`src/rtl/spim_pkg.sv`:
```
package spim_pkg;

  // Rest-level selection; the encoding 2'b11 is illegal and never stored.
  typedef enum logic [1:0] {
    IDLE_LEGACY = 2'b00,
    IDLE_LOW    = 2'b01,
    IDLE_HIGH   = 2'b10
  } idle_mode_e;

  typedef enum logic [2:0] {
    ST_IDLE  = 3'd0,
    ST_SETUP = 3'd1,
    ST_LO    = 3'd2,
    ST_HI    = 3'd3,
    ST_HOLD  = 3'd4
  } xfer_st_e;

endpackage

```
`src/rtl/spim_cfg.sv`:
```
module spim_cfg
  import spim_pkg::*;
(
  input  logic       clk,
  input  logic       rst_n,
  input  logic       busy,
  input  logic       wr_en,
  input  logic [1:0] wr_mode,
  output idle_mode_e mode_q,
  output logic       err_q,
  output logic       err_nxt
);

  idle_mode_e mode_d;
  logic       err_d;
  logic       wr_take;

  assign wr_take = wr_en && !busy;

  always_comb begin
    mode_d = mode_q;
    err_d  = err_q;
    if (wr_take) begin
      if (wr_mode == 2'b11) begin
        err_d = 1'b1;
      end else begin
        mode_d = idle_mode_e'(wr_mode);
        err_d  = 1'b0;
      end
    end
  end

  assign err_nxt = err_d;

  always_ff @(posedge clk or negedge rst_n) begin
    if (!rst_n) begin
      mode_q <= IDLE_LEGACY;
      err_q  <= 1'b0;
    end else if (wr_take) begin
      mode_q <= mode_d;
      err_q  <= err_d;
    end
  end


  busy_cfg_hold_chk: assert property (@(posedge clk) disable iff (!rst_n)
    busy |=> $stable(mode_q));


  illegal_keep_chk: assert property (@(posedge clk) disable iff (!rst_n)
    (wr_en && !busy && wr_mode == 2'b11) |=> (err_q && $stable(mode_q)));

endmodule

```
`src/rtl/spim_tick.sv`:
```
module spim_tick #(
  parameter int DIV = 2
) (
  input  logic clk,
  input  logic rst_n,
  input  logic run,
  output logic tick
);

  localparam int CNT_W = (DIV > 1) ? $clog2(DIV) : 1;
  localparam logic [CNT_W-1:0] LAST = CNT_W'(DIV - 1);

  logic [CNT_W-1:0] cnt_q, cnt_d;

  assign tick = run && (cnt_q == LAST);

  always_comb begin
    if (!run || tick) cnt_d = '0;
    else              cnt_d = cnt_q + 1'b1;
  end

  always_ff @(posedge clk or negedge rst_n) begin
    if (!rst_n) cnt_q <= '0;
    else        cnt_q <= cnt_d;
  end

endmodule

```
`src/rtl/spim_shifter.sv`:
```
module spim_shifter
  import spim_pkg::*;
#(
  parameter int W = 8
) (
  input  logic         clk,
  input  logic         rst_n,
  input  logic         launch,
  input  logic [W-1:0] tx_data,
  input  logic         tick,
  input  logic         miso,
  output xfer_st_e     state_q,
  output logic         data_bit,
  output logic         last_bit,
  output logic [W-1:0] rx_data,
  output logic         done_q
);

  localparam int BIT_W = (W > 1) ? $clog2(W) : 1;
  localparam logic [BIT_W-1:0] TOP_IDX = BIT_W'(W - 1);

  xfer_st_e         state_d;
  logic [W-1:0]     tx_q, tx_d;
  logic [W-1:0]     rs_q, rs_d;
  logic [W-1:0]     rx_q, rx_d;
  logic [BIT_W-1:0] idx_q, idx_d;
  logic             last_q, last_d;
  logic             done_d;

  always_comb begin
    state_d = state_q;
    tx_d    = tx_q;
    rs_d    = rs_q;
    rx_d    = rx_q;
    idx_d   = idx_q;
    last_d  = last_q;
    done_d  = 1'b0;
    unique case (state_q)
      ST_IDLE: begin
        if (launch) begin
          state_d = ST_SETUP;
          tx_d    = tx_data;
          idx_d   = TOP_IDX;
        end
      end
      ST_SETUP: if (tick) state_d = ST_LO;
      ST_LO: begin
        if (tick) begin
          state_d = ST_HI;
          rs_d    = {rs_q[W-2:0], miso};
        end
      end
      ST_HI: begin
        if (tick) begin
          last_d = tx_q[W-1];
          tx_d   = {tx_q[W-2:0], 1'b0};
          if (idx_q == '0) begin
            state_d = ST_HOLD;
            rx_d    = rs_q;
          end else begin
            state_d = ST_LO;
            idx_d   = idx_q - 1'b1;
          end
        end
      end
      ST_HOLD: begin
        if (tick) begin
          state_d = ST_IDLE;
          done_d  = 1'b1;
        end
      end
      default: state_d = ST_IDLE;
    endcase
  end

  always_ff @(posedge clk or negedge rst_n) begin
    if (!rst_n) begin
      state_q <= ST_IDLE;
      tx_q    <= '0;
      rs_q    <= '0;
      rx_q    <= '0;
      idx_q   <= '0;
      last_q  <= 1'b0;
      done_q  <= 1'b0;
    end else begin
      state_q <= state_d;
      tx_q    <= tx_d;
      rs_q    <= rs_d;
      rx_q    <= rx_d;
      idx_q   <= idx_d;
      last_q  <= last_d;
      done_q  <= done_d;
    end
  end

  assign data_bit = tx_q[W-1];
  assign last_bit = last_q;
  assign rx_data  = rx_q;

endmodule

```
`src/rtl/spim_mosi_sel.sv`:
```
module spim_mosi_sel
  import spim_pkg::*;
#(
  parameter bit LEGACY_FORCE_LOW = 1'b0
) (
  input  idle_mode_e mode,
  input  logic       data_cell,
  input  logic       data_bit,
  input  logic       last_bit,
  output logic       mosi
);

  logic legacy_lvl;
  logic rest_lvl;

  generate
    if (LEGACY_FORCE_LOW) begin : g_leg_low
      assign legacy_lvl = 1'b0 & last_bit;
    end else begin : g_leg_keep
      assign legacy_lvl = last_bit;
    end
  endgenerate

  always_comb begin
    unique case (mode)
      IDLE_LOW:  rest_lvl = 1'b0;
      IDLE_HIGH: rest_lvl = 1'b1;
      default:   rest_lvl = legacy_lvl;
    endcase
  end

  assign mosi = data_cell ? data_bit : rest_lvl;

endmodule

```
`src/rtl/spi_mosi_idle_master.sv`:
```
module spi_mosi_idle_master
  import spim_pkg::*;
#(
  parameter int DIV              = 2,
  parameter int W                = 8,
  parameter bit LEGACY_FORCE_LOW = 1'b0
) (
  input  logic         clk,
  input  logic         rst_n,
  input  logic         start,
  input  logic [W-1:0] tx_byte,
  output logic         busy,
  output logic         done,
  output logic [W-1:0] rx_byte,
  input  logic         cfg_we,
  input  logic [1:0]   cfg_mode,
  output logic         cfg_err,
  output logic         cs_n,
  output logic         sclk,
  output logic         mosi,
  input  logic         miso
);

  idle_mode_e mode_q;
  xfer_st_e   state;
  logic       err_nxt;
  logic       launch;
  logic       tick;
  logic       data_bit;
  logic       last_bit;
  logic       data_cell;

  assign busy      = (state != ST_IDLE);
  assign cs_n      = (state == ST_IDLE);
  assign sclk      = (state == ST_HI);
  assign data_cell = (state == ST_LO) || (state == ST_HI);
  assign launch    = start && !busy && !err_nxt;

  spim_cfg u_cfg (
    .clk     (clk),
    .rst_n   (rst_n),
    .busy    (busy),
    .wr_en   (cfg_we),
    .wr_mode (cfg_mode),
    .mode_q  (mode_q),
    .err_q   (cfg_err),
    .err_nxt (err_nxt)
  );

  spim_tick #(.DIV(DIV)) u_tick (
    .clk   (clk),
    .rst_n (rst_n),
    .run   (busy),
    .tick  (tick)
  );

  spim_shifter #(.W(W)) u_shift (
    .clk      (clk),
    .rst_n    (rst_n),
    .launch   (launch),
    .tx_data  (tx_byte),
    .tick     (tick),
    .miso     (miso),
    .state_q  (state),
    .data_bit (data_bit),
    .last_bit (last_bit),
    .rx_data  (rx_byte),
    .done_q   (done)
  );

  spim_mosi_sel #(.LEGACY_FORCE_LOW(LEGACY_FORCE_LOW)) u_sel (
    .mode      (mode_q),
    .data_cell (data_cell),
    .data_bit  (data_bit),
    .last_bit  (last_bit),
    .mosi      (mosi)
  );


  done_at_release_chk: assert property (@(posedge clk) disable iff (!rst_n)
    done |-> (cs_n && $past(!cs_n)));


  done_single_chk: assert property (@(posedge clk) disable iff (!rst_n)
    done |=> !done);


  sclk_rest_chk: assert property (@(posedge clk) disable iff (!rst_n)
    cs_n |-> !sclk);


  err_blocks_start_chk: assert property (@(posedge clk) disable iff (!rst_n)
    (cfg_err && cs_n && !cfg_we) |=> cs_n);


  rest_high_chk: assert property (@(posedge clk) disable iff (!rst_n)
    (cs_n && mode_q == IDLE_HIGH) |-> mosi);

endmodule

```
`config.mk`:
```
export PLATFORM = sky130hd
export DESIGN_NAME = spi_mosi_idle_master
export DESIGN_NICKNAME = d
export VERILOG_FILES = /design/src/rtl/spim_pkg.sv /design/src/rtl/spim_cfg.sv /design/src/rtl/spim_tick.sv /design/src/rtl/spim_shifter.sv /design/src/rtl/spim_mosi_sel.sv /design/src/rtl/spi_mosi_idle_master.sv
export SDC_FILE = /design/constraint.sdc
export NUM_CORES = 1
export LEC_CHECK = 0
export ABC_AREA = 1
export BUFFER_PORTS_ARGS = -buffer_cell sky130_fd_sc_hd__buf_2
export CORE_MARGIN = 2
export CORE_UTILIZATION = 59
export DETAILED_ROUTE_END_ITERATION = 8
export PLACE_DENSITY = 0.93
export SYNTH_ARGS = -nofsm -noshare
export SYNTH_HDL_FRONTEND = slang
export SYNTH_SLANG_ARGS = --single-unit
```
`constraint.sdc`:
```
create_clock -name clk -period 1.9 [get_ports clk]
set_input_delay 0.38 -clock clk [delete_from_list [all_inputs] [get_ports clk]]
set_output_delay 0.38 -clock clk [all_outputs]
set_load 0.05 [all_outputs]
```
; ---- After elaboration in Yosys (flattened, before gate mapping)
; Cells that the tools add are included.
[op_classes]
n_bitwise = 1
shift = 0
reduce_logical = 19
muxes = 21
add_sub_neg = 2
n_div = 0
eq_ne = 13
n_mul = 0
n_lt_le_gt_ge = 0
[ops]
columns = op, count
row1 = $mux W3, 9
row2 = $mux W8, 2
row3 = $pmux W8 S2, 1
row4 = $pmux W3 S5, 1
row5 = $eq A3 B2 Y1 const B, 2
row6 = $logic_not A3 Y1, 2
row7 = $mux W1, 6
row8 = $ne A2 B1 Y1 const B, 3
row9 = $ne A2 B2 Y1 const B, 3
row10 = $pmux W3 S2, 1
row11 = $reduce_and A2 Y1, 3
row12 = $reduce_and A3 Y1, 2
row13 = $reduce_and A5 Y1, 1
row14 = $eq A2 B2 Y1 const B, 2
row15 = $logic_and A1 B1 Y1, 4
row16 = $reduce_and A4 Y1, 1
row17 = $eq A3 B1 Y1 const B, 1
row18 = $eq A3 B3 Y1 const B, 1
row19 = $reduce_bool A3 Y1, 1
row20 = $sub A3 B1 Y3 const B, 1
row21 = $eq A2 B1 Y1 const B, 1
row22 = $logic_not A1 Y1, 2
row23 = $logic_or A1 B1 Y1, 2
row24 = $pmux W1 S2, 1
row25 = other kinds (3), 3
[word_totals]
word_cells = 66
in_bits = 15
reg_bits = 36
memories = 0
out_inout_bits = 14
romBits = 0
latchBits = 0
ramBits = 0

; ---- Depth between registers and ports, before layout
[depth]
word_depth = 8
ltp_mapped = 9
mapped_depth_nobuf = 8

; ---- By module
; From an unflattened synthesis, not the netlist that was laid out.
[unflattened]
cells_unflattened = 224
hier_area_um2 = 1820.5
[by_module_without_submodules]
columns = mod, cells_each, area_per_inst_um2, instances, seq_area_each_um2
row1 = spim_shifter, 180, 1539.0, 1, 800.8
row2 = spim_cfg, 18, 142.6, 1, 75.1
row3 = spim_mosi_sel, 11, 51.3, 1, 0.0
row4 = spi_mosi_idle_master, 10, 45.0, 1, 0.0
row5 = spim_tick, 5, 42.5, 1, 25.0

; ---- Least setup slack after synthesis
; OpenSTA, ideal clock, no wires.
[synth_path]
path_type = reg2out
from = register u_cfg.mode_q[1]
to = output mosi
path_slack_ns = -0.033
arrival_time_ns = 1.553
n_path_buf = 0
path_stages_with_launch = 5
path_cell_list = dfrtp_1 > ha_1 > nor2_1 > a211oi_1 > a21oi_1
[synth_via]
elab_chain_len = 3
[synth_lines]
columns = element, line_no
row1 = "start, declared", spim_cfg.sv:9  ; output idle_mode_e mode_q,
row2 = "start signal, assigned", spim_cfg.sv:40  ; mode_q <= mode_d;
row3 = $eq A2 B2 Y1 or $eq A2 B1 Y1 (tied branches), spim_mosi_sel.sv:25  ; unique case (mode)
row4 = $pmux W1 S2 *, spim_mosi_sel.sv:25
row5 = $mux W1 *, spim_mosi_sel.sv:32  ; assign mosi = data_cell ? data_bit : rest_lvl;
row6 = "end, declared", spi_mosi_idle_master.sv:20  ; output logic mosi,
; Mark *: on every way between the ends. The rest lies on a longest branch, timed or not.

; ---- Worst setup path in the final report
[layout_path]
from = register u_cfg.mode_q[0]
to = output mosi
; Same word-level chain as after synthesis.

==> results.txt <==
----------------------------------------------------
[Run status]
  Result of the run ... completed

[Drt]
  Total number of vias ... 1435
  First-iteration detailed-routing DRC count ... 80
  Total routed wirelength ... 3550 um
  DR DRC count ... 0
  Ratio of routed vias to standard cells ... 5.33
  Residual antenna-violating net count after detailed routing ... 0
  Number of detailed-route iterations in the first pass ... 4
  Average wire length per cell after detail routing ... 13.2 um

[Setup path]
  Type of the worst setup path ... reg -> out
  Type of destination of the critical path ... primary output
  Critical Path AT ... 1.50 ns
  Stage delay of the slowest cell on the critical path ... approximately 0.41 ns
  Required time reported for the critical path endpoint ... between 1.5 and 2 ns
  Launch point of the critical path ... u_cfg.mode_q[0]
  Nature of the critical path startpoint ... register
  Slowest stage cell, crit path ... sky130_fd_sc_hd__dfrtp_1
  Crit Reg-Reg Startpoint ... u_shift.state_q[0]
  Worst R2R Setup Slack ... 0.36 ns
  Cells on worst reg2reg path ... 3
  Endpoint of the worst register-to-register path ... u_shift.rs_q[2]
  Crit Path Max Fanout ... 2
  Critical path, cell by cell ... inv_2 > ha_4 > nor2_4 > a211oi_4 > a21oi_2 > buf_6

[Power and ir drop]
  LEAKAGE ... 1.09 nW
  Largest voltage drop on the vdd net ... 1350 uV
  Power per standard cell area ... about 1900 nW/um^2

[Clock network]
  Worst-case clock buffer depth ... 2
  CTS sink count ... 36
  Post-cts hold buffer count ... 0
  Total number of H-tree levels ... 2
  Clock Root Buffer ... sky130_fd_sc_hd__clkbuf_4
  Clock input transition at the sequential cells of the worst setup and hold paths ... 0.11 ns
  CTS buffer count ... 5
  Clock latency on the worst-skew pair ... 0.35 ns
  TritonCTS clock tree ... built

[Global routing]
  Number of antenna violations at the first check in global routing ... 0
  Maximum number of pins on one net before global-route repair ... 37
  GRT Residual Overflow ... 0
  Global-route wire length before repair ... 5980 um
  Global-route usage over all layers ... 24.3%
  Number of global-route vias before repair ... 1348

[Timing]
  Number of setup violations in the final report ... 0
  Setup repair after global routing missed its margin ... true
  Highest Clock Rate ... 532 MHz
  Final setup TNS ... 0 ns
  Period Utilization, post-route ... ~99%
  Slew at the pin closest to its max-slew limit ... 0.496 ns
  Slew Limit Headroom ... 66.8%
  Shortest clock period the worst path allows after layout ... ~1.9 ns
  Number of hold-slack violations in the final timing report ... 0
  Hold WS ... 0.0417 ns
  Fin. max-slew vios ... 0
  Post-route clock skew ... 0.00657 ns

[Floorplanning]
  Horizontal die dimension ... 58.1 um
  Core Region ... 2760 um^2
  Floorplan die height ... 58.1 um
  Die area ... 3380 um^2
  Std cell rows ... 19
  Effective utilization at floorplan ... 62.7%
  Number of top-level design ports ... 29

[Logic synthesis]
  Post-Syn Nets ... 220
  Post-Synthesis Cells ... 202
  Number of enable flip-flop cells after synthesis ... 0
  Post-synthesis sequential area ratio ... 52.1%
  Number of distinct library cells after synthesis ... 28
  Area of the mapped netlist ... 1730 um^2
  Synthesis-stage register bit count ... 36
  Most used DFF post-synth ... sky130_fd_sc_hd__dfrtp_1
  Share of async-settable or async-resettable flops after synthesis ... 100%
  Warning count from the yosys run ... 0
  Synthesized area divided by synthesized cell count ... 8.55 um^2

[Flow run]
  Maximum capacitance violations ... 0

[Placed design]
  Post-DP HPWL ... 2330 um
  Number of buffers inserted by port buffering ... 28
  Weighted congestion reported at the end of routability-driven placement ... 0.799

[Cells and area]
  Diodes inserted ... 0
  Most frequent cells in the layout ... 74 x sky130_fd_sc_hd__nand2_1, 34 x sky130_fd_sc_hd__dfrtp_1, 26 x sky130_fd_sc_hd__buf_2, 18 x sky130_fd_sc_hd__inv_1, 15 x sky130_fd_sc_hd__nand3_1
  Fraction of final layout cells with drive strength greater than 1 ... 27.7%
  Synthesis-to-layout area growth ... 16.4%
  Most common cell after layout, fill and taps aside ... sky130_fd_sc_hd__nand2_1
  Count of nets after finishing ... 255

[Worst hold path]
  Type of the tightest min-delay check ... in -> async

----------------------------------------------------
## cells by family (layout without fill, tap and decap cells)
| logic type | after synthesis | count (layout) | share of synthesized area [%] |
|---|---|---|---|
| AOI/OAI and AO/OA | 24 | 24 | 7.53 |
| xor gates and xnor gates | 1 | 1 | 0.507 |
| muxes | 1 | 1 | 0.869 |
| adders and majority gates | 3 | 3 | 2.17 |
| and+or+nand+nor | 109 | 109 | 29.3 |
| buffers and inverters | 28 | 64 | 7.53 |
| DFF | 36 | 36 | 52.1 |
## cell usage after synthesis (all sizes together), types with 3 or more instances
| library cell | number | area share (%) |
|---|---|---|
| o21ai | 17 | 4.9 |
| nand2 | 79 | 18 |
| nand3 | 18 | 6.5 |
| nor2 | 10 | 3.8 |
| inv | 22 | 4.8 |
| ha | 3 | 2.2 |
| a21oi | 3 | 0.87 |
| buf | 6 | 2.8 |
| dfrtp | 36 | 52 |
## how the worst max path moves through the flow
stage | end | slack, ns | cells past startpoint
finish | mosi | 0.02 | 6
global route | mosi | -0.04 | 5
CTS | sclk | 0.01 | 3
detailed placement | mosi | 0.21 | 5
global placement | mosi | 0.27 | 5
floorplan | mosi | 0.27 | 4
## layout make-up
| cell class | instances | area [um^2] |
|---|---|---|
| clock inverters | 3 | 18.8 |
| well taps | 31 | 38.8 |
| repair buffers | 34 | 194 |
| multi-input cells | 138 | 736 |
| fillers | 203 | 747 |
| inverters | 22 | 82.6 |
| flip-flops and latches | 36 | 903 |
| clock buffers | 5 | 37.5 |
## registers in the layout, summed over array words and instances, names as in the netlist
name              count
u_shift.state_q       3
u_shift.tx_q          8
u_tick.cnt_q          1
u_cfg.err_q           1
u_shift.rx_data       8
u_shift.idx_q         3
u_shift.last_bit      1
u_cfg.mode_q          2
u_shift.done_q        1
u_shift.rs_q          8
## where the power goes
group	switching [mW]	leakage (nW)	internal [mW]
Clock	0.275	0.0349	0.142
Combinational	1.36	0.601	0.673
Sequential	0.259	0.457	1.09
Total	1.89	1.09	1.91
## through the flow
step / power [mW] / cell area (um^2) / instances / setup slack, ns / utilization [%]
6_report: 3.80 / 2010 / 269 / 0.0212 / 72.9
5_1_grt: 4.09 / 2010 / 269 / -0.0354 / 72.9
4_1_cts: 3.69 / 1980 / 268 / 0.0105 / 72.0
3_5_place_dp: 3.17 / 1890 / 259 / 0.212 / 68.6
3_3_place_gp: 3.08 / 1890 / 259 / 0.269 / 68.6
2_1_floorplan: 2.81 / 1730 / 202 / 0.272 / -
## per-layer routing
metal / GRT usage (%) / vias up / wire length, um / share of wire, %
met5: 0 / - / 0 / 0
li1: - / 707 / - / -
met4: 12.0 / 0 / 74 / 2.1
met1: 30.2 / 678 / 1490 / 42
met3: 5.80 / 9 / 180 / 5.1
met2: 39.8 / 41 / 1800 / 51
## worst max-delay path, delay by kind of cell, from the launching register on
kind	cells	cell delay (ns)
AND/OR/NAND/NOR	1	0.11
adder cells (fa/ha/maj)	1	0.22
buffers and inverters	2	0.26
flip-flops	1	0.41
AO/OA/AOI/OAI	2	0.16
## repair_timing
action / CTS / global route
pin swaps: 0 / 3
hold endpoints to repair: 0 / 0
buffers inserted: 1 / 1
resized for setup: 7 / 6
endpoints found under the setup margin: 1 / 3
(Power assumes the default switching activity.)
